$ cat src/rtl/predec_pkg.sv
package predec_pkg;

  typedef enum logic [2:0] {
    XF_NONE,
    XF_VECTOR,
    XF_CALL10,
    XF_JMP5,
    XF_JMP8,
    XF_LONG
  } xferKind_t;

  typedef struct packed {
    logic [1:0] aBytes;
    logic [1:0] bBytes;
    logic       opTail;
    logic       imm;
    logic       direct;
    logic       indexed;
    logic       illegal;
    logic       regPreset;
    xferKind_t  xfer;
  } opFormat_t;

  typedef struct packed {
    logic start;
    logic shiftA;
    logic shiftB;
    logic takeOp;
    logic advance;
    logic loadPc;
  } dpStrobe_t;

  function automatic opFormat_t classify(input logic [7:0] op);
    opFormat_t f;
    f = '0;
    f.xfer = XF_NONE;
    case (op) inside
      [8'h20:8'h2F]: f.xfer = XF_VECTOR;
      [8'h30:8'h37]: begin f.aBytes = 2'd1; f.xfer = XF_CALL10; end
      [8'h41:8'h7F]: f.xfer = XF_JMP5;
      [8'h80:8'h87], 8'hA0, 8'hA1, 8'hA4, 8'hA5: begin
        f.aBytes = op[2] ? 2'd2 : 2'd1;
        f.bBytes = op[0] ? 2'd2 : 2'd1;
        f.opTail = 1'b1;
        f.imm    = op[1];
        f.direct = ~op[1];
      end
      8'hA2, 8'hA6: begin
        f.aBytes  = op[2] ? 2'd2 : 2'd1;
        f.bBytes  = 2'd1;
        f.opTail  = 1'b1;
        f.indexed = 1'b1;
      end
      [8'h90:8'h93]: begin f.aBytes = 2'd1; f.imm = 1'b1; f.regPreset = 1'b1; end
      [8'hB0:8'hB3]: begin f.aBytes = 2'd2; f.imm = 1'b1; f.regPreset = 1'b1; end
      8'h94, 8'h95: begin f.aBytes = 2'd1; f.xfer = XF_JMP8; end
      8'hB4, 8'hB5: begin f.aBytes = 2'd2; f.xfer = XF_LONG; end
      8'h8D: begin f.aBytes = 2'd1; f.bBytes = 2'd1; f.imm = 1'b1; end
      8'hA7: begin f.aBytes = 2'd2; f.bBytes = 2'd2; f.imm = 1'b1; end
      [8'h98:8'h9F]: begin f.aBytes = 2'd1; f.imm = 1'b1; end
      [8'hB8:8'hBF]: begin f.aBytes = 2'd2; f.imm = 1'b1; end
      8'h3F, 8'h88, 8'h89, 8'h8A, 8'h8B, 8'h8E,
      8'hA8, 8'hA9, 8'hAA, 8'hAB, 8'hAE, 8'hAF: begin
        f.aBytes = 2'd1; f.direct = 1'b1;
      end
      8'h8C, 8'hAC: begin f.aBytes = 2'd1; f.bBytes = 2'd1; f.direct = 1'b1; end
      8'h97: begin f.aBytes = 2'd1; f.bBytes = 2'd1; f.imm = 1'b1; end
      8'hB7: begin f.aBytes = 2'd2; f.bBytes = 2'd1; f.imm = 1'b1; end
      8'h96: begin f.aBytes = 2'd1; f.opTail = 1'b1; f.direct = 1'b1; end
      8'hB6: begin f.aBytes = 2'd2; f.opTail = 1'b1; f.direct = 1'b1; end
      8'hAD: begin f.aBytes = 2'd1; f.opTail = 1'b1; end
      8'h8F: f.opTail = 1'b1;
      8'hA3, 8'hCD, 8'hCE, 8'hED, 8'hEE: f.illegal = 1'b1;
      default: f = f;
    endcase
    return f;
  endfunction

  function automatic logic [2:0] instrLen(input logic [7:0] op);
    opFormat_t f;
    f = classify(op);
    return 3'd1 + {1'b0, f.aBytes} + {1'b0, f.bBytes} + {2'b00, f.opTail};
  endfunction

  function automatic logic [1:0] fieldABytes(input logic [7:0] op);
    opFormat_t f;
    f = classify(op);
    return f.aBytes;
  endfunction

  function automatic logic [1:0] fieldBBytes(input logic [7:0] op);
    opFormat_t f;
    f = classify(op);
    return f.bBytes;
  endfunction

endpackage

$ cat src/rtl/predec_ctrl.sv
module predec_ctrl
  import predec_pkg::*;
(
  input  logic       clk,
  input  logic       rst,
  input  logic       inValid,
  input  logic [7:0] inByte,
  input  logic       pcLoad,
  input  logic       recReady,
  output logic       inReady,
  output logic       recValid,
  output dpStrobe_t  strobe
);

  logic       holding;
  logic [2:0] pos;
  logic [2:0] need;
  logic [1:0] aCnt;
  logic [1:0] bCnt;
  logic [2:0] needIn;
  logic [2:0] sumAB;
  logic       accept;
  logic       lastByte;

  assign inReady  = ~holding & ~pcLoad;
  assign recValid = holding;
  assign accept   = inValid & inReady;
  assign needIn   = instrLen(inByte) - 3'd1;
  assign sumAB    = {1'b0, aCnt} + {1'b0, bCnt};
  assign lastByte = accept & (((pos == 3'd0) && (needIn == 3'd0)) ||
                              ((pos != 3'd0) && (pos == need)));

  always_comb begin
    strobe        = '0;
    strobe.loadPc = pcLoad;
    if (accept) begin
      if (pos == 3'd0)                strobe.start  = 1'b1;
      else if (pos <= {1'b0, aCnt})   strobe.shiftA = 1'b1;
      else if (pos <= sumAB)          strobe.shiftB = 1'b1;
      else                            strobe.takeOp = 1'b1;
    end
    if (holding && recReady && !pcLoad) strobe.advance = 1'b1;
  end

  always_ff @(posedge clk) begin
    if (rst || pcLoad) begin
      holding <= 1'b0;
      pos     <= 3'd0;
      need    <= 3'd0;
      aCnt    <= 2'd0;
      bCnt    <= 2'd0;
    end else if (accept) begin
      if (lastByte) begin
        holding <= 1'b1;
        pos     <= 3'd0;
      end else begin
        pos <= pos + 3'd1;
        if (pos == 3'd0) begin
          need <= needIn;
          aCnt <= fieldABytes(inByte);
          bCnt <= fieldBBytes(inByte);
        end
      end
    end else if (holding && recReady) begin
      holding <= 1'b0;
    end
  end

endmodule

$ cat src/rtl/predec_datapath.sv
module predec_datapath
  import predec_pkg::*;
#(
  parameter int              ADDR_W   = 16,
  parameter logic [15:0]     VEC_BASE = 16'hFFD0,
  parameter logic [15:0]     REG_BASE = 16'h00C8,
  parameter logic [15:0]     RESET_PC = 16'h0000
) (
  input  logic              clk,
  input  logic              rst,
  input  logic [7:0]        inByte,
  input  dpStrobe_t         strobe,
  input  logic [ADDR_W-1:0] pcLoadVal,
  output logic [ADDR_W-1:0] pc,
  output logic [2:0]        len,
  output logic [7:0]        finalOp,
  output logic [15:0]       opndA,
  output logic [15:0]       opndB,
  output logic              fImm,
  output logic              fDirect,
  output logic              fIndexed,
  output logic              fWord,
  output logic              fXfer,
  output logic              fIllegal,
  output logic [ADDR_W-1:0] target
);

  localparam int FIELD_W = 16;

  logic [7:0]         firstOp;
  opFormat_t          fmt;
  logic [ADDR_W-1:0]  offs10;
  logic [ADDR_W-1:0]  offs5;
  logic [ADDR_W-1:0]  offs8;
  logic [FIELD_W-1:0] presetB;

  always_comb begin
    presetB = '0;
    if (classify(inByte).regPreset)
      presetB = REG_BASE | {13'd0, inByte[1:0], 1'b0};
  end

  always_ff @(posedge clk) begin
    if (rst) begin
      firstOp <= '0;
      finalOp <= '0;
      opndA   <= '0;
      opndB   <= '0;
      pc      <= ADDR_W'(RESET_PC);
    end else begin
      if (strobe.loadPc)       pc <= pcLoadVal;
      else if (strobe.advance) pc <= pc + ADDR_W'(len);
      if (strobe.start) begin
        firstOp <= inByte;
        finalOp <= inByte;
        opndA   <= '0;
        opndB   <= presetB;
      end
      if (strobe.shiftA) opndA   <= {opndA[7:0], inByte};
      if (strobe.shiftB) opndB   <= {opndB[7:0], inByte};
      if (strobe.takeOp) finalOp <= inByte;
    end
  end

  assign fmt      = classify(firstOp);
  assign len      = instrLen(firstOp);
  assign fImm     = fmt.imm;
  assign fDirect  = fmt.direct;
  assign fIndexed = fmt.indexed;
  assign fIllegal = fmt.illegal;
  assign fWord    = finalOp[5];
  assign fXfer    = (fmt.xfer != XF_NONE);

  assign offs10 = ADDR_W'({firstOp[1:0], opndA[7:0]});
  assign offs5  = ADDR_W'(firstOp[4:0]);
  assign offs8  = ADDR_W'(opndA[7:0]);

  always_comb begin
    case (fmt.xfer)
      XF_VECTOR: target = ADDR_W'(VEC_BASE) + ADDR_W'({firstOp[3:0], 1'b0});
      XF_CALL10: target = firstOp[2] ? (pc - offs10) : (pc + ADDR_W'(2) + offs10);
      XF_JMP5:   target = firstOp[5] ? (pc - offs5) : (pc + ADDR_W'(1) + offs5);
      XF_JMP8:   target = firstOp[0] ? (pc - offs8) : (pc + ADDR_W'(2) + offs8);
      XF_LONG:   target = pc + ADDR_W'(3) + ADDR_W'(opndA);
      default:   target = '0;
    endcase
  end

endmodule

$ cat src/rtl/instr_predecode.sv
module instr_predecode
  import predec_pkg::*;
#(
  parameter int ADDR_W = 16
) (
  input  logic              clk,
  input  logic              rst,
  input  logic              inValid,
  input  logic [7:0]        inByte,
  output logic              inReady,
  input  logic              pcLoad,
  input  logic [ADDR_W-1:0] pcLoadVal,
  output logic              recValid,
  input  logic              recReady,
  output logic [ADDR_W-1:0] recPc,
  output logic [2:0]        recLen,
  output logic [7:0]        recOp,
  output logic [15:0]       recOpndA,
  output logic [15:0]       recOpndB,
  output logic              recImm,
  output logic              recDirect,
  output logic              recIndexed,
  output logic              recWord,
  output logic              recXfer,
  output logic              recIllegal,
  output logic [ADDR_W-1:0] recTarget
);

  dpStrobe_t strobe;

  predec_ctrl u_ctrl (
    .clk      (clk),
    .rst      (rst),
    .inValid  (inValid),
    .inByte   (inByte),
    .pcLoad   (pcLoad),
    .recReady (recReady),
    .inReady  (inReady),
    .recValid (recValid),
    .strobe   (strobe)
  );

  predec_datapath #(.ADDR_W(ADDR_W)) u_dp (
    .clk       (clk),
    .rst       (rst),
    .inByte    (inByte),
    .strobe    (strobe),
    .pcLoadVal (pcLoadVal),
    .pc        (recPc),
    .len       (recLen),
    .finalOp   (recOp),
    .opndA     (recOpndA),
    .opndB     (recOpndB),
    .fImm      (recImm),
    .fDirect   (recDirect),
    .fIndexed  (recIndexed),
    .fWord     (recWord),
    .fXfer     (recXfer),
    .fIllegal  (recIllegal),
    .target    (recTarget)
  );

endmodule

$ cat config.mk
export PLATFORM = sky130hd
export DESIGN_NAME = instr_predecode
export DESIGN_NICKNAME = d
export VERILOG_FILES = /design/src/rtl/predec_pkg.sv /design/src/rtl/predec_ctrl.sv /design/src/rtl/predec_datapath.sv /design/src/rtl/instr_predecode.sv
export SDC_FILE = /design/constraint.sdc
export NUM_CORES = 1
export LEC_CHECK = 0
export CAP_MARGIN = 15
export CORE_MARGIN = 2
export CORE_UTILIZATION = 25
export CTS_BUF_LIST = sky130_fd_sc_hd__clkbuf_16
export DETAILED_ROUTE_END_ITERATION = 8
export GPL_TIMING_DRIVEN = 0
export PLACE_DENSITY = 0.43
export SLEW_MARGIN = 20
export SYNTH_ARGS = -nofsm -noshare
export SYNTH_HDL_FRONTEND = slang
export SYNTH_HIERARCHICAL = 1
export SYNTH_SLANG_ARGS = --single-unit
export TNS_END_PERCENT = 5
$ cat constraint.sdc
create_clock -name clk -period 13.5 [get_ports clk]
set_clock_uncertainty 0.05 [all_clocks]
set_input_delay 2.7 -clock clk [delete_from_list [all_inputs] [get_ports clk]]
set_output_delay 2.7 -clock clk [all_outputs]
set_load 0.05 [all_outputs]
==> metrics.md, run 1 <==
| Metric | Value |
|---|---|
| Status | `completed` |
| Flop pwr share | `31.7%` |
| Post-synthesis compound-gate area fraction | `23.9%` |
| Post-synthesis net count | `approximately 1200` |
| Cells after synthesis | `between 1000 and 1500` |
| CTS sink count | `75` |
| Tcrit/Tclk final | `around 60%` |
| Met1 wire length | `between 15 and 20 mm` |
| Min-delay src | `u_dp/finalOp[6]` |
| Clk pwr share | `37.2%` |
| Critical Path AT | `between 5 and 6 ns` |
| CTS root buf | `clkbuf_16` |
| Crit path to | `recTarget[11]` |
| Worst min path class | `reg2reg` |
| Drt first-iter violations | `roughly 660` |
| Starting Density | `between 20% and 30%` |
| R2R Setup Slk | `slightly below 8 ns` |
| Fillers | `roughly 3500` |
| RSZ-0062 raised after global routing | `false` |
| Uppermost routed layer | `met5` |
| Synthesized cell area | `roughly 0.0081 mm^2` |
| Combinational share of power | `between 30% and 40%` |
| Count of final hold-check violations | `0` |
| Synth Register Bits | `75` |
| Yosys cell types | `86` |
| Met3 WL | `between 1.5 and 2 mm` |
| Synth top cells by count | `nor2_1, a21oi_1, nand2_1, dfxtp_1, ha_1` |
| First-pass GRT wire length | `49.5 mm` |
| Yosys warns | `6` |
| GRT Residual Overflow | `0` |
| I/O pin count | `approximately 110` |
| Total Die Area | `~0.034 mm^2` |
| CP Class | `reg2out` |
| Post-synth EDFFs | `0` |
| DRT Pass-1 Iters | `5` |
| DR WL met2 | `about 14 mm` |
| GRT Overall Usage | `19.2%` |
| WL final | `around 33 mm` |
| Pins over their slew limit | `0` |
| Power Density | `about 75 mW/mm^2` |
| Worst EP required | `around 11 ns` |
| CP Launch Type | `register` |
| Detailed placement HPWL | `about 26 mm` |
| Gp weighted congestion | `0.875` |
| CTS Buf Count | `9` |
| Synth area leader | `dfxtp_1` |
| CTS tree | `built` |
| Leak | `between 0.003 and 0.004 uW` |
| Worst setup startpoint | `u_dp/pc[1]` |
| Layout cell share with drive strength beyond 1 | `4.80%` |
| Async S/R FF share, synth | `0%` |
| ANT nets after route | `0` |
| Reg-to-Reg End | `u_dp/pc[8]` |
| Detailed-route via count | `8354` |
| Synthesis-to-finish area growth | `24.3%` |
| Yosys top cell area share | `a little under a fifth` |
| Initial antenna violation count | `1` |
| Clock-pin slew on the worst setup and hold paths | `0.06 ns` |
| Worst Reg-to-Reg Cells | `21` |
| Top-count cell post-synth | `nor2_1` |
| Port buffer count | `about 110` |
| Max Clock Freq | `about 130 MHz` |
| # placed instances | `around 1600` |
| Worst hold margin | `~0.42 ns` |
| Postcts setup bufs | `0` |
| Internal power | `around 500 uW` |
| Mean post-synth cell area | `~7.5 um^2` |
| RR Startpoint | `u_dp/firstOp[7]` |
| Post-synthesis xor/xnor area fraction | `a little over a tenth` |
| Switching share of total power | `a little over a third` |
| Vias in the first global route | `around 8200` |
| Final setup vio count | `0` |
| Die W | `184 um` |
| Critical Path End Type | `primary output` |
| Post-synthesis simple-gate area fraction | `about 25%` |
| Final cell count without fillers | `between 1500 and 2000` |
| Largest family of logic cells by synthesized area | `simple AND/OR/NAND/NOR gates` |
| Post-synthesis sequential area ratio | `a little under a fifth` |
| Std cell rows | `65` |
| Final Critical Period | `between 7 and 8 ns` |
| Vias/cell | `around 5.2` |
| Worst vdd ir | `slightly above 0.00006 V` |
| Synth Area in Adders | `between 10% and 20%` |
| Largest net degree at the start of global routing | `16` |
| # resized after CTS | `0` |
| Max_cap viols | `0` |
| Setup tns final | `0 ns` |
| Critical path peak fanout | `15` |
| Clock latency on the worst-skew pair | `roughly 0.34 ns` |
| Max-slew headroom | `about a quarter` |
| Core area | `about 0.032 mm^2` |
| P_sw | `264 uW` |
| Worst-margin pin slew | `approximately 1.1 ns` |
| Synth top area cells | `dfxtp_1, ha_1, a21oi_1, nor2_1, xnor2_1` |
| Vert. Die Dim | `roughly 180 um` |
| Final core occ | `between 30% and 40%` |
| H-tree Lvls | `3` |
| Mux share of post-synthesis cell area | `roughly 2.2%` |
| Drc violations | `0` |
| Clk buf depth | `2` |
| Synth Flop Type | `dfxtp_1` |
| Antenna Cells | `0` |
| Hold_buf cts | `0` |
| Drt wl/cell | `20.3 um` |
| Post-layout nets | `between 1000 and 1500` |
## flip-flops by register name, summed over array words and instances (netlist names), 2 cells and up
register	cells
u_dp/firstOp	8
u_ctrl/pos	3
u_ctrl/aCnt	2
u_dp/finalOp	8
u_ctrl/need	3
u_dp/opndB	16
u_dp/opndA	16
u_dp/pc	16
u_ctrl/bCnt	2
## worst max-delay path, cell delays in order (launching register included)
cell and delay [ns]:
dfxtp_1 0.87, inv_1 0.30, ha_1 0.42, inv_1 0.05, ha_1 0.24, fa_1 0.43, a211o_1 0.30, a21oi_1 0.28
o21ai_0 0.13, a21oi_1 0.19, xor2_1 0.31, o22ai_1 0.14, a211oi_1 0.32, o21ai_1 0.11, clkdlybuf4s50_1 0.74
## worst min path at each step
stage	endpoint	slack, ns	cells past startpoint
6_report	u_dp/finalOp[6]	0.42	2
5_1_grt	u_dp/finalOp[3]	0.44	2
4_1_cts	u_dp/finalOp[6]	0.42	2
3_5_place_dp	u_dp/finalOp[6]	0.40	2
3_3_place_gp	u_dp/finalOp[6]	0.40	2
2_1_floorplan	u_ctrl/bCnt[0]	0.39	2
## metal layers
metal,vias up,track usage (%)
met3,33,2.56
met1,3944,27.2
met2,247,30.4
met4,2,4.86
met5,-,0
li1,4128,-
## cells in the final DEF, fill, tap and decap left out, types with 10 or more instances in the layout
cell type and instances:
nor2_1 134, a21oi_1 114, clkdlybuf4s50_1 111, nand2_1 78, dfxtp_1 75, ha_1 74
xnor2_1 56, inv_1 50, clkbuf_1 44, o21ai_0 41, xor2_1 41, nor3b_1 28
nand3_1 26, nor3_1 24, nand2b_1 17, mux2i_1 17, a211oi_1 16, a21o_1 15
o22ai_1 13, o211ai_1 10, a31oi_1 10, or3_1 10, fa_1 10
## metrics by stage
stage	setup WS, ns	area, um^2	power, uW
after detailed placement	5.99	9710	476
after global routing	5.25	10100	791
after CTS	5.61	10100	761
after global placement	5.97	9710	477
after floorplan	6.52	8100	397
final	5.56	10100	755
## logic make-up (layout without fill, tap and decap cells)
logic type | after synthesis | after routing
AND/OR/NAND/NOR | 387 | 387
AO/OA/AOI/OAI | 300 | 300
buffers and inverters | 120 | 247
XOR/XNOR | 97 | 97
adder cells (fa/ha/maj) | 84 | 84
flip-flops | 75 | 75
multiplexers | 18 | 18
## power groups by stage
stage	combinational [uW]	sequential, uW	clock, uW
global placement	233	245	0
floorplan	143	253	0
finish	235	239	281
global route	253	240	297
CTS	233	240	289
detailed placement	231	245	0
## area by class of cell
cell class                      count  area, um^2  area share (%)
Buffer                             67         305            3.03
Clock buffer                        9         225            2.24
Clock inverter                      7         116            1.16
Inverter                           53         199            1.98
Multi-Input combinational cell    886        6100            60.6
Sequential cell                    75        1500            14.9
Tap cell                          402         503            5.00
Timing Repair Buffer              111        1110            11.0
Power figures use the tool's default switching activity.
==> run 2, diff against run 1 <==
==> constraint.sdc (replaced) <==
create_clock -name clk -period 7.8 [get_ports clk]
set_clock_uncertainty 0.05 [all_clocks]
set_input_delay 1.56 -clock clk [delete_from_list [all_inputs] [get_ports clk]]
set_output_delay 1.56 -clock clk [all_outputs]
set_load 0.05 [all_outputs]
==> results of run 2 <==
The final DEF is identical to that of run 1. Status: completed.
Among the figures that moved: setup slack after placement 5.99 ns -> 1.43 ns; setup slack after layout 5.56 ns -> 1.00 ns; register-to-register setup slack 7.88 ns -> 2.18 ns; total power 755 uW -> 1310 uW; worst IR drop on VDD 0.0000604 V -> 0.000104 V
==> run 3, diff against run 2 <==
--- a/config.mk
+++ b/config.mk
@@ -10,8 +10,9 @@
 export CORE_UTILIZATION = 25
 export CTS_BUF_LIST = sky130_fd_sc_hd__clkbuf_16
 export DETAILED_ROUTE_END_ITERATION = 8
+export DONT_BUFFER_PORTS = 1
 export GPL_TIMING_DRIVEN = 0
-export PLACE_DENSITY = 0.43
+export PLACE_DENSITY = 0.38
 export SLEW_MARGIN = 20
 export SYNTH_ARGS = -nofsm -noshare
 export SYNTH_HDL_FRONTEND = slang
==> metrics.md, run 3 (synthesized netlist as in run 1, its figures left out) <==
| Metric | Value |
|---|---|
| Status | `completed (unchanged)` |
| First-pass GRT wire length | `50.2 mm (was 49.5 mm)` |
| Power Density | `135 mW/mm^2 (was 130 mW/mm^2)` |
| Worst min path class | `reg2reg (unchanged)` |
| CTS tree | `built (unchanged)` |
| GRT Overall Usage | `19.7% (was 19.2%)` |
| Design Power | `1210 uW (was 1310 uW)` |
| Total Die Area | `0.0338 mm^2 (unchanged)` |
| RSZ-0062 raised after global routing | `false (unchanged)` |
| Worst EP required | `6.19 ns (about the same)` |
| CTS sink count | `75 (unchanged)` |
| Max Clock Freq | `155 MHz (was 147 MHz)` |
| Die W | `184 um (unchanged)` |
| Core area | `0.0317 mm^2 (unchanged)` |
| Vias/cell | `5.37 (was 5.19)` |
| Commonest non-fill, non-tap cell in the layout | `nor2_1 (unchanged)` |
| GRT Residual Overflow | `0 (unchanged)` |
| Clk buf depth | `2 (unchanged)` |
| Drt first-iter violations | `693 (was 655)` |
| Pins over their slew limit | `0 (unchanged)` |
| Postcts setup bufs | `0 (unchanged)` |
| Critical Path End Type | `primary output (unchanged)` |
| Detailed placement HPWL | `26.3 mm (was 26.1 mm)` |
| Highest-count cells in the layout ignoring fill and taps | `nor2_1, a21oi_1, nand2_1 (was nor2_1, a21oi_1, clkdlybuf4s50_1)` |
| Critical Path AT | `4.82 ns (was 5.19 ns)` |
| Drc violations | `0 (unchanged)` |
| Max-slew headroom | `22.9% (was 25.5%)` |
| Multi-input logic area | `0.00614 mm^2 (was 0.00610 mm^2)` |
| I/O pin count | `112 (unchanged)` |
| Vias in the first global route | `7788 (was 8192)` |
| Worst vdd ir | `0.0000858 V (was 0.000104 V)` |
| WL final | `33.1 mm (was 32.6 mm)` |
| Vert. Die Dim | `184 um (unchanged)` |
| Seq. cell area | `0.00150 mm^2 (about the same)` |
| CP Class | `reg2out (unchanged)` |
| H-tree Lvls | `3 (unchanged)` |
| Worst-margin pin slew | `1.15 ns (was 1.11 ns)` |
| Max_cap viols | `0 (unchanged)` |
| PnR worst setup slack | `1.37 ns (was 1.00 ns)` |
| Layout cell share with drive strength beyond 1 | `6.09% (was 4.80%)` |
| Clock-pin slew on the worst setup and hold paths | `0.07 ns (was 0.06 ns)` |
| Drt wl/cell | `22.0 um (was 20.3 um)` |
| CP Launch Type | `register (unchanged)` |
| CTS root buf | `clkbuf_16 (unchanged)` |
| Fillers | `3527 (was 3471)` |
| Std cell rows | `65 (unchanged)` |
| Worst hold margin | `0.433 ns (was 0.416 ns)` |
| Gp weighted congestion | `0.879 (was 0.875)` |
| Largest net degree at the start of global routing | `16 (unchanged)` |
| Initial antenna violation count | `1 (unchanged)` |
| Clock latency on the worst-skew pair | `0.35 ns (was 0.34 ns)` |
| Final setup vio count | `0 (unchanged)` |
| DRT Pass-1 Iters | `5 (unchanged)` |
| Synthesis-to-finish area growth | `10.9% (was 24.3%)` |
| Starting Density | `25.5% (unchanged)` |
| Count of final hold-check violations | `0 (unchanged)` |
| Final Critical Period | `6.43 ns (was 6.80 ns)` |
| Hold_buf cts | `0 (unchanged)` |
| ANT nets after route | `0 (unchanged)` |
| Largest regs | `u_dp/opndA (16), u_dp/opndB (16), u_dp/pc (16) (unchanged)` |
| Place WS | `1.65 ns (was 1.43 ns)` |
| CTS Buf Count | `9 (unchanged)` |
| Tcrit/Tclk final | `82.5% (was 87.2%)` |
| Critical path peak fanout | `5 (was 15)` |
| Post-layout nets | `1209 (was 1316)` |
| # resized after CTS | `0 (unchanged)` |
| Leak | `0.00347 uW (was 0.00383 uW)` |
| Port buffer count | `0 (was 111)` |
| Setup tns final | `0 ns (unchanged)` |
| Detailed-route via count | `8077 (was 8354)` |
## run 3: cell count changes in the layout (fill, tap and decap cells not counted), sizes merged, moves of 2 or more
cell,previous run,this run
inv,50,53
buf,23,27
clkdlybuf4s50,111,0
bufinv,3,1
clkinvlp,3,0
clkinv,4,6
## run 3: area by class of cell
type                            count  area share [%]
Multi-Input combinational cell    886            68.4
Sequential cell                    75            16.7
Tap cell                          402            5.60
Buffer                             67            3.40
Clock buffer                        9            2.51
Inverter                           53            2.22
Clock inverter                      7           0.850
Timing Repair Buffer                4           0.293
Antenna cell                        1          0.0279
## run 3: final timing paths
kind               endpoint             from  cells after the start  slack, ns
max reg2reg      u_dp/pc[8]  u_dp/firstOp[1]                     23       1.61
max           recTarget[15]    u_dp/opndA[1]                     13       1.37
min reg2reg  u_ctrl/bCnt[0]   u_ctrl/bCnt[0]                      2       0.43
min          u_ctrl/bCnt[0]   u_ctrl/bCnt[0]                      2       0.43
## run 3: worst max-delay path, stage by stage (launching register included)
cell,delay [ns]
dfxtp_1,0.78
inv_1,0.33
ha_1,0.40
inv_1,0.05
ha_1,0.24
fa_1,0.45
a211o_1,0.30
a21oi_1,0.30
nor2_1,0.07
o21ai_0,0.19
nand2b_1,0.11
a31oi_1,0.23
xnor2_1,0.18
o211ai_1,0.86
## run 3: routing by layer
| layer | GRT usage (%) | part of all wire (%) | up-vias |
|---|---|---|---|
| met5 | 0 | 0.036 | - |
| met4 | 5.41 | 1.9 | 2 |
| met3 | 4.48 | 7.6 | 33 |
| met2 | 30.9 | 44 | 267 |
| met1 | 26.9 | 46 | 3850 |
| li1 | - | - | 3925 |
## run 3: power by group
group,total (uW),internal (uW),switching (uW)
sequential,440,393,47.1
clock,437,251,187
combinational,336,110,225
total,1210,754,459
## run 3: metrics by stage
stage / instances / area, um^2 / utilization [%]
floorplan: 1081 / 8100 / -
global placement: 1483 / 8600 / 27.1
detailed placement: 1487 / 8670 / 27.3
CTS: 1503 / 8970 / 28.3
global route: 1503 / 8980 / 28.3
finish: 1504 / 8980 / 28.3
